$ cat config.mk
export PLATFORM = sky130hd
export DESIGN_NAME = range_ctr
export DESIGN_NICKNAME = d
export VERILOG_FILES = /design/src/rtl/range_ctr_pkg.sv /design/src/rtl/nib_slice.sv /design/src/rtl/term_detect.sv /design/src/rtl/range_ctr.sv
export SDC_FILE = /design/constraint.sdc
export NUM_CORES = 1
export LEC_CHECK = 0
export BUFFER_PORTS_ARGS = -buffer_cell sky130_fd_sc_hd__buf_2
export CORE_AREA = 8 8 45 47
export CTS_BUF_LIST = sky130_fd_sc_hd__clkbuf_16
export DETAILED_ROUTE_END_ITERATION = 16
export DIE_AREA = 0 0 53 55
export SKIP_CTS_REPAIR_TIMING = 1
export SYNTH_ARGS = -nofsm -noshare
export SYNTH_HDL_FRONTEND = slang
export SYNTH_SLANG_ARGS = --single-unit
$ cat constraint.sdc
create_clock -name clk -period 1.7 [get_ports clk]
set_input_delay 0.34 -clock clk [delete_from_list [all_inputs] [get_ports clk]]
set_output_delay 0.34 -clock clk [all_outputs]
set_load 0.005 [all_outputs]
$ cat src/rtl/range_ctr_pkg.sv
package range_ctr_pkg;

  typedef enum logic [1:0] {
    ACT_HOLD = 2'd0,
    ACT_STEP = 2'd1,
    ACT_LOAD = 2'd2
  } slice_act_e;

  // Load beats counting; counting beats holding.
  function automatic slice_act_e pick_act(input logic load, input logic en);
    if (load)    return ACT_LOAD;
    else if (en) return ACT_STEP;
    else         return ACT_HOLD;
  endfunction

  // Combined load request: explicit initialise or enabled arrival at the end value.
  function automatic logic want_load(input logic init, input logic hit, input logic en);
    return init | (hit & en);
  endfunction

endpackage

$ cat src/rtl/nib_slice.sv
module nib_slice
  import range_ctr_pkg::*;
#(
  parameter int W = 4
) (
  input  logic         clk,
  input  logic         rst_n,
  input  logic         load,
  input  logic         en,
  input  logic [W-1:0] d,
  output logic [W-1:0] q,
  output logic         co
);

  localparam logic [W-1:0] ALL_ONES = {W{1'b1}};

  slice_act_e act;

  always_comb act = pick_act(load, en);

  always_ff @(posedge clk or negedge rst_n) begin
    if (!rst_n) begin
      q <= '0;
    end else begin
      unique case (act)
        ACT_LOAD: q <= d;
        ACT_STEP: q <= q + W'(1);
        default:  q <= q;
      endcase
    end
  end

  // Carry out: slice is full and counting.
  always_comb co = en && (q == ALL_ONES);

endmodule

$ cat src/rtl/term_detect.sv
module term_detect #(
  parameter int CW   = 8,
  parameter int STOP = 69
) (
  input  logic [CW-1:0] value,
  output logic          hit
);

  localparam logic [CW-1:0] STOP_V = CW'(STOP);

  always_comb hit = (value == STOP_V);

endmodule

$ cat src/rtl/range_ctr.sv
module range_ctr
  import range_ctr_pkg::*;
#(
  parameter int SLICE_W  = 4,
  parameter int N_SLICES = 2,
  parameter int START    = 9,
  parameter int STOP     = 69
) (
  input  logic                        clk,
  input  logic                        rst_n,
  input  logic                        init,
  input  logic                        cnt_en,
  output logic [SLICE_W*N_SLICES-1:0] count,
  output logic                        at_end
);

  localparam int CW = SLICE_W * N_SLICES;
  localparam logic [CW-1:0] START_V = CW'(START);

  logic [CW-1:0]     count_q;
  logic [N_SLICES:0] chain;
  logic              hit_w;
  logic              load_w;
  logic              low_carry;

  always_comb chain[0] = cnt_en;

  for (genvar gi = 0; gi < N_SLICES; gi++) begin : g_slice
    nib_slice #(.W(SLICE_W)) u_slice (
      .clk  (clk),
      .rst_n(rst_n),
      .load (load_w),
      .en   (chain[gi]),
      .d    (START_V[gi*SLICE_W +: SLICE_W]),
      .q    (count_q[gi*SLICE_W +: SLICE_W]),
      .co   (chain[gi+1])
    );
  end

  term_detect #(.CW(CW), .STOP(STOP)) u_term (
    .value(count_q),
    .hit  (hit_w)
  );

  always_comb begin
    load_w    = want_load(init, hit_w, cnt_en);
    low_carry = chain[1];
    count     = count_q;
    at_end    = hit_w;
  end

endmodule

==> results of run 1 <==
==> worst paths after layout <==
path / from / end / slack [ns] / depth (start not counted)
min in group asynchronous: rst_n / g_slice[0].u_slice.q[3] / 0.48 / 2
worst min register to register: g_slice[1].u_slice.q[3] / g_slice[1].u_slice.q[3] / 0.57 / 2
worst max register to register: g_slice[1].u_slice.q[0] / g_slice[1].u_slice.q[0] / 0.19 / 5
worst max-delay path: g_slice[1].u_slice.q[0] / at_end / 0.09 / 5
worst min-delay path: init / g_slice[0].u_slice.q[1] / 0.30 / 2
max in group asynchronous: rst_n / g_slice[1].u_slice.q[2] / 1.05 / 2
==> worst max-delay path, delay by kind of cell, from the launching register on <==
| family | cells | cell delay [ns] |
|---|---|---|
| buffers and inverters | 2 | 0.22 |
| adders and majority gates | 1 | 0.14 |
| DFF | 1 | 0.40 |
| and+or+nand+nor | 2 | 0.27 |
==> layer usage <==
layer	share of wire, %	vias up	track usage, %
li1	-	212	-
met1	45	190	9.091
met2	44	13	13.28
met3	10	3	6.150
met4	1.2	0	2.586
met5	0	-	0
==> cell type report <==
class                   instances  area [sq um]
multi-input cells              35         247.7
repair buffers                 15         85.08
inverters                       6         22.52
fillers                       125         733.2
flip-flops and latches          8         200.2
well taps                      16         20.02
clock buffers                   3         75.07
==> cells in the final DEF (no fill, tap or decap) <==
cell type / count
nand4_2: 1
ha_1: 4
dfrtp_1: 8
nor2_1: 4
o21a_1: 1
o211a_1: 1
o31ai_1: 1
buf_4: 2
buf_2: 12
dlygate4sd3_1: 1
o21bai_1: 1
a21oi_1: 4
or3_1: 2
mux2i_1: 2
o21ai_0: 5
clkbuf_16: 3
nor2b_1: 1
nand4bb_1: 1
nand4_1: 1
nand2_1: 2
a31oi_1: 1
nand3_1: 1
inv_1: 6
a311oi_1: 1
xnor2_1: 1
==> stage by stage <==
stage	instance area [sq um]	hold WS (ns)	std cells
floorplan	475.5	0.04441	50
global placement	558.0	0.1976	78
detailed placement	558.0	0.1972	78
CTS	633.1	-0.04870	81
global route	650.6	0.3170	83
finish	650.6	0.3032	83
==> kinds of logic (layout without fill, tap and decap cells) <==
logic type	count (synthesis)	after routing	synth area share, %
AO/OA/AOI/OAI	15	15	19.48
AND/OR/NAND/NOR	13	13	16.05
flip-flops	8	8	42.10
buffers and inverters	7	24	5.788
adder cells (fa/ha/maj)	4	4	10.53
multiplexers	2	2	4.211
XOR/XNOR	1	1	1.842
==> power by group <==
group	total (uW)	internal [uW]	switching, uW
clock network	398	303	94.6
logic	48.5	23.2	25.4
registers	207	197	9.30
==> cell usage after synthesis (2+ instances only) <==
| master | n | area (sq um) |
|---|---|---|
| or3_1 | 2 | 12.51 |
| nor2_1 | 4 | 15.01 |
| mux2i_1 | 2 | 20.02 |
| nand2_1 | 2 | 7.510 |
| a21oi_1 | 4 | 20.02 |
| dfrtp_1 | 8 | 200.2 |
| o21ai_0 | 5 | 25.02 |
| ha_1 | 4 | 50.05 |
| inv_1 | 6 | 22.52 |
==> results.md, run 1 <==
- Post-synth ARST share: 100.0%
- Share of layout cells above drive strength 1: 26.87%
- Fin util: 47.02%
- Final WS setup: 0.08927 ns
- Syn Inst Count: 50
- Antenna Nets Post-Route: 0
- Vias/cell: 5.036
- Worst path max stage delay: 0.40 ns
- Synth Flop Type: dfrtp_1
- First-pass GRT wire length: 1807 um
- Crit Path Max Fanout: 6
- Arrival @ worst endpoint: 1.27 ns
- Clock sink count: 8
- Status: completed
- Starting density of the core: 34.36%
- Gr ovfl total: 0
- FMAX: 620.8 MHz
- Die H: 55 um
- FF+latch count, synth: 8
- Num CTS Buffers: 3
- Leakage power: 0.0003227 uW
- Synthesized area: 475.5 sq um
- Die W: 53 um
- Final Cycle Share: 94.75%
- Root buffer cell: clkbuf_16
- Setup_tns: 0 ns
- RSZ-0062 raised after global routing: false
- Top Registers: g_slice.u_slice.q (8)
- Die area: 2915 sq um
- Port bufs: 12
- Biggest register: g_slice.u_slice.q
- Final Slew Violations: 0
- Clk_lat worst skew: 0.23 ns
- Tot Pwr: 653.2 uW
- Synth-to-layout area growth: 36.84%
- Synthesis Warnings: 0
- Inserted Diodes: 0
- Register area share after synthesis: 42.11%
- Vias: 418
- Post-synth EDFFs: 0
- H-tree depth: 1
- Worst Setup Path Type: register to output port
- Rows: 14
- Crit path time final: 1.611 ns
- CP cell instances: inv_1 -> ha_1 -> nand2_1 -> nor2_1 -> buf_2
- Hpwl dp: 807.3 um
- Post-Syn Nets: 58
- Type of the tightest min-delay check: input port to register
- Worst path slowest cell: dfrtp_1
- PwrDens: 1004 nW/um^2
- Setup violators final: 0
- Startpoint types: register
- Largest register FFs: 8
- Mean Syn Cell Area: 9.509 sq um
- Setup WS pre-CTS: 0.1868 ns
- Worst-path clk slew: 0.04 ns
- Worst slew pin tran: 0.4809 ns
- Clk buf depth: 2
- Routed WL: 1093 um
- Setup crit end kind: output port
- Worst slew margin: 67.67%
- Maximum vdd drop: 0.7033 mV
- Total global-route track usage: 8.567%
- Final Wtd Congestion: 0.7239
- # DRC: 0
- Final Skew: 0.001339 ns
- Drt first pass iters: 4
- Maxcap violations: 0
- Largest net degree at the start of global routing: 10
- Core box area: 1384 sq um
- Cell variety after synth: 22
- Hold Vio Cnt, Final: 0
- Boundary Pins: 13
- Number of global-route vias before repair: 427
- Initial detailed-routing violation count: 12
- Initial antenna violation count: 0
- CTS tree: built
- WP data required: 1.36 ns
- Nets@finish: 77
- Routed WL per cell: 13.17 um
(Power assumes the default switching activity.)
==> run 2, diff against run 1 <==
--- a/config.mk
+++ b/config.mk
@@ -5,9 +5,10 @@
 export SDC_FILE = /design/constraint.sdc
 export NUM_CORES = 1
 export LEC_CHECK = 0
+export ABC_AREA = 1
 export BUFFER_PORTS_ARGS = -buffer_cell sky130_fd_sc_hd__buf_2
 export CORE_AREA = 8 8 45 47
-export CTS_BUF_LIST = sky130_fd_sc_hd__clkbuf_16
+export CTS_BUF_LIST = sky130_fd_sc_hd__clkbuf_8
 export DETAILED_ROUTE_END_ITERATION = 16
 export DIE_AREA = 0 0 53 55
 export SKIP_CTS_REPAIR_TIMING = 1
==> run 2 against run 1 <==
Effect of this change:
- sequential share of layout area is 0.18 points higher
- maximum frequency rose by 1.7%
- global-route usage increased by 0.55 points
- cell area shrank 0.58%
- utilization is 0.27 points lower
- worst hold slack better by 0.12 ns
- register-to-register slack better by 0.23 ns
- synthesized cell count rose by 22%
- synthesized area grew 3.2%
- clock power shrank 41%
- combinational power is 2% higher
- sequential power about the same
- largest cell class unchanged
==> results.md, run 2 <==
- Die area: 2915 sq um
- PwrDens: 760.5 nW/um^2
- Crit Path Max Fanout: 5
- Synth-to-layout area growth: 31.89%
- Final Wtd Congestion: 0.7540
- Mean Syn Cell Area: 8.040 sq um
- First-pass GRT wire length: 1911 um
- Worst-path clk slew: 0.04 ns
- Final Slew Violations: 0
- Rows: 14
- Cell taking the most area after synthesis: dfrtp_1
- Synthesized area: 490.5 sq um
- Leakage power: 0.0003550 uW
- Cell variety after synth: 13
- Startpoint types: register
- Share of the synthesized area in the top cell type: 40.82%
- Antenna Nets Post-Route: 0
- Worst hold stages: 4
- Vias/cell: 4.760
- Num CTS Buffers: 3
- Hold Vio Cnt, Final: 0
- Post-synth ARST share: 100.0%
- Final Skew: 0.0003690 ns
- Finished Cell Area: 646.9 sq um
- Gr ovfl total: 0
- R2r worst-path depth: 6
- Crit path time final: 1.584 ns
- Buf/Inv on CP: 3
- Clock sink count: 8
- R2R setup slack: 0.42 ns
- # DRC: 0
- Top-count cell post-synth: nand2_1
- Vias: 457
- Initial detailed-routing violation count: 13
- Maximum vdd drop: 0.6118 mV
- Syn Inst Count: 61
- Die W: 53 um
- Register area share after synthesis: 40.82%
- Maxcap violations: 0
- Reg-to-Reg End: g_slice[1].u_slice.q[3]
- Core box area: 1384 sq um
- CTS tree: built
- Worst path slowest cell: dfrtp_1
- Setup crit end kind: output port
- Placed Instance Area: 578.1 sq um
- FMAX: 631.2 MHz
- Port bufs: 12
- Top post-synthesis cells by area: dfrtp_1, ha_1, nand2_1
- Crit-path leading delay family: flip-flops
- Routed WL: 1184 um
- Hpwl dp: 872.9 um
- Hold WS: 0.4236 ns
- Die H: 55 um
- Status: completed
- Clk_lat worst skew: 0.23 ns
- RSZ-0062 raised after global routing: false
- Post-Syn Nets: 69
- Worst slew margin: 81.22%
- Hold path start: init
- Boundary Pins: 13
- Type of the tightest min-delay check: input port to register
- WP data required: 1.36 ns
- Synth Flop Type: dfrtp_1
- Clk buf depth: 2
- Top Registers: g_slice.u_slice.q (8)
- Largest net degree at the start of global routing: 10
- Synth cell count leaders: nand2_1, inv_1, dfrtp_1, nor2_1, nand4_1
- Worst path max stage delay: 0.42 ns
- Number of global-route vias before repair: 435
- Most frequent cells in the layout: nand2_1, buf_2, inv_1, dfrtp_1
- Worst Setup Path Type: register to output port
- Inserted Diodes: 0
- Routed WL per cell: 12.33 um
- Root buffer cell: clkbuf_8
- Starting density of the core: 35.44%
- Biggest register: g_slice.u_slice.q
- Arrival @ worst endpoint: 1.24 ns
- Initial antenna violation count: 0
- CP cell instances: inv_1 -> ha_1 -> nand2_1 -> nor2_2 -> nand2_1 -> inv_1 -> buf_2
- Largest register FFs: 8
- Setup_tns: 0 ns
- Worst slew pin tran: 0.2807 ns
- Setup violators final: 0
- FF+latch count, synth: 8
- Post-synth EDFFs: 0
- Most common cell after layout, fill and taps aside: nand2_1
- Reg-to-Reg Start: g_slice[0].u_slice.q[0]
- Total global-route track usage: 9.121%
- H-tree depth: 1
- Nets@finish: 90
- Tot Pwr: 492.0 uW
- Drt first pass iters: 4
- Share of layout cells above drive strength 1: 28.75%
- WHS Endpoint: g_slice[0].u_slice.q[2]
- Final Cycle Share: 93.19%
- Synthesis Warnings: 0
==> run 2: cell types whose count changed after synthesis, moves of 2 or more <==
cell     previous run  this run
a21oi_1             4         0
nand4_1             1         6
nor2_1              4         7
o21ai_0             5         1
or3_1               2         0
mux2i_1             2         0
inv_1               6         9
xor2_1              0         4
nand3_1             1         4
nand2_1             2        13
nand2_2             0         2
==> run 2: kinds of logic after synthesis <==
group | count (synthesis) | share of synthesized area [%]
compound gates | 1 | 1.019
xor+xnor | 4 | 7.142
flops | 8 | 40.82
fa+ha+maj | 4 | 10.20
buf+inv | 10 | 7.652
simple gates | 34 | 33.17
==> run 2: metal layers <==
| metal | track usage [%] | up-vias | routed length [um] |
|---|---|---|---|
| met5 | 0 | - | 0 |
| met4 | 10.34 | 0 | 59 |
| met3 | 1.070 | 4 | 53 |
| met2 | 13.87 | 10 | 584 |
| met1 | 10.34 | 210 | 487 |
| li1 | - | 233 | - |
==> run 2: through the flow <==
stage | setup slack, ns | util (%) | cells
finish | 0.1158 | 46.75 | 96
CTS | 0.05918 | 44.76 | 93
global placement | 0.3434 | 41.77 | 90
global route | 0.01199 | 46.75 | 96
floorplan | 0.3772 | - | 61
detailed placement | 0.3111 | 41.77 | 90
==> run 2: area by class of cell <==
| cell class | instances | area (sq um) |
|---|---|---|
| fillers | 133 | 737.0 |
| flip-flops and latches | 8 | 200.2 |
| clock buffers | 3 | 41.29 |
| inverters | 10 | 37.54 |
| well taps | 16 | 20.02 |
| repair buffers | 16 | 92.59 |
| multi-input cells | 43 | 255.2 |
==> run 2: worst max path at each step <==
stage | cells past startpoint | end | startpoint | slack (ns)
floorplan | 6 | at_end | g_slice[1].u_slice.q[0] | 0.38
global placement | 7 | at_end | g_slice[1].u_slice.q[0] | 0.34
detailed placement | 7 | at_end | g_slice[1].u_slice.q[0] | 0.31
CTS | 7 | at_end | g_slice[1].u_slice.q[0] | 0.06
global route | 7 | at_end | g_slice[1].u_slice.q[1] | 0.01
finish | 7 | at_end | g_slice[0].u_slice.q[1] | 0.12
==> run 2: worst min-delay path: stages <==
cell     delay, ns
buf_2         0.09
nor2_1        0.08
nand2_1       0.06
nand2_1       0.04
==> run 2: power by group <==
part	internal, uW	switching [uW]	total (uW)
clock	154	79.8	234
combinational	20.6	29.1	49.7
sequential	198	10.6	209
==> run 3, diff against run 2 <==
--- a/config.mk
+++ b/config.mk
@@ -11,6 +11,7 @@
 export CTS_BUF_LIST = sky130_fd_sc_hd__clkbuf_8
 export DETAILED_ROUTE_END_ITERATION = 16
 export DIE_AREA = 0 0 53 55
+export GPL_TIMING_DRIVEN = 0
 export SKIP_CTS_REPAIR_TIMING = 1
 export SYNTH_ARGS = -nofsm -noshare
 export SYNTH_HDL_FRONTEND = slang
==> constraint.sdc (replaced) <==
create_clock -name clk -period 2 [get_ports clk]
set_input_delay 0.4 -clock clk [delete_from_list [all_inputs] [get_ports clk]]
set_output_delay 0.4 -clock clk [all_outputs]
set_load 0.005 [all_outputs]
==> run 3 against run 2 <==
Effect of this change:
- clock-buffer cell count unchanged
- via count fell by 5.5%
- power shrank 16%
- critical endpoint unchanged
- highest routed layer is now met3
==> results.md, run 3 (synthesized netlist as in run 2, its figures left out) <==
- PwrDens: 674.8 nW/um^2
- Biggest register: g_slice.u_slice.q
- Clock sink count: 8
- Die H: 55 um
- Share of layout cells above drive strength 1: 23.68%
- Boundary Pins: 13
- RSZ-0062 raised after global routing: false
- Wire length on met3: 42 um
- Buf/Inv on CP: 3
- Status: completed
- Worst path slowest cell: dfrtp_1
- Die area: 2915 sq um
- Num CTS Buffers: 3
- Hold Vio Cnt, Final: 0
- Core box area: 1384 sq um
- Maxcap violations: 0
- Antenna Nets Post-Route: 0
- Reg-to-Reg Start: g_slice[0].u_slice.q[0]
- Vias/cell: 4.696
- Worst path max stage delay: 0.41 ns
- Routed length on met1: 456 um
- CP cell instances: inv_1 -> ha_1 -> nand2_1 -> nor2_1 -> nand2_1 -> inv_1 -> buf_2
- Most common cell after layout, fill and taps aside: nand2_1
- Setup violators final: 0
- Fill count: 146
- Hpwl dp: 798.1 um
- Crit path time final: 1.775 ns
- # DRC: 0
- Final Cycle Share: 88.74%
- Nets@finish: 86
- Crit-path leading delay family: flip-flops
- H-tree depth: 1
- Vias: 432
- Most frequent cells in the layout: nand2_1, buf_2, inv_1
- Worst slew margin: 83.18%
- Routed WL: 1030 um
- Worst-path clk slew: 0.04 ns
- Largest register FFs: 8
- Gr ovfl total: 0
- Routed WL per cell: 11.20 um
- Starting density of the core: 35.44%
- Arrival @ worst endpoint: 1.37 ns
- Clk_lat worst skew: 0.23 ns
- Setup_tns: 0 ns
- Inserted Diodes: 0
- Max layer used: met3
- FMAX: 563.4 MHz
- Met2 WL: 532 um
- First-pass GRT wire length: 1794 um
- Leakage power: 0.0003367 uW
- Finished Cell Area: 611.8 sq um
- CTS tree: built
- Synth-to-layout area growth: 24.75%
- Die W: 53 um
- Largest net degree at the start of global routing: 10
- Clk buf depth: 2
- Worst slew pin tran: 0.2514 ns
- Root buffer cell: clkbuf_8
- Worst Setup SP: g_slice[1].u_slice.q[0]
- Final Wtd Congestion: 0.7561
- Maximum vdd drop: 0.3247 mV
- Drt first pass iters: 4
- Final WS setup: 0.2251 ns
- Final Slew Violations: 0
- Worst Setup Path Type: register to output port
- Port bufs: 12
- Top Registers: g_slice.u_slice.q (8)
- Number of global-route vias before repair: 427
- WP data required: 1.60 ns
- Rows: 14
- Type of the tightest min-delay check: input port to async pin
- Setup WS pre-CTS: 0.4665 ns
- Placed Instance Area: 570.5 sq um
- Total global-route track usage: 8.462%
- Initial detailed-routing violation count: 10
- Final Skew: 0.001875 ns
- Initial antenna violation count: 0
- Setup crit end kind: output port
- Startpoint types: register
- Crit Path Max Fanout: 6
- Hold WS: 0.005815 ns
## run 3: power breakdown
part           switching, uW  internal, uW
Clock                   66.5           131
Combinational           23.1          15.9
Sequential              8.38           168
Total                   98.0           315
## run 3: worst paths after layout
check | end | slack, ns | cells past startpoint
min | g_slice[0].u_slice.q[0] | 0.006 | 1
max in group asynchronous | g_slice[1].u_slice.q[3] | 1.82 | 1
min in group clk | g_slice[0].u_slice.q[2] | 0.48 | 4
max | at_end | 0.23 | 7
min reg2reg | g_slice[1].u_slice.q[2] | 0.56 | 2
max reg2reg | g_slice[1].u_slice.q[3] | 0.73 | 6
## run 3: worst reg2reg max path, cell delays in order, from the launching register on
cell and delay, ns:
dfrtp_1 0.42, ha_1 0.23, nand2_2 0.08, nor2_4 0.16
nand2_1 0.08, xor2_1 0.13, nor2_1 0.06
## run 3: layer usage
| metal | track usage [%] | vias up |
|---|---|---|
| met4 | 7.759 | 0 |
| li1 | - | 227 |
| met2 | 13.67 | 6 |
| met5 | 0 | - |
| met1 | 9.105 | 199 |
| met3 | 1.872 | 0 |
## run 3: layout make-up
| type | count | area, sq um | share of cell area, % |
|---|---|---|---|
| clock buffer | 3 | 41.29 | 6.748 |
| inverter | 10 | 37.54 | 6.135 |
| timing repair buffer | 12 | 60.06 | 9.816 |
| sequential | 8 | 200.2 | 32.72 |
| tap | 16 | 20.02 | 3.272 |
| multi-input combinational | 43 | 252.7 | 41.31 |
## run 3: through the flow
| stage | instances | util (%) | power (uW) |
|---|---|---|---|
| 2_1_floorplan | 61 | - | 199.8 |
| 3_3_place_gp | 89 | 41.23 | 218.3 |
| 3_5_place_dp | 89 | 41.23 | 219.4 |
| 4_1_cts | 92 | 44.21 | 418.6 |
| 5_1_grt | 92 | 44.21 | 438.1 |
| 6_report | 92 | 44.21 | 412.9 |
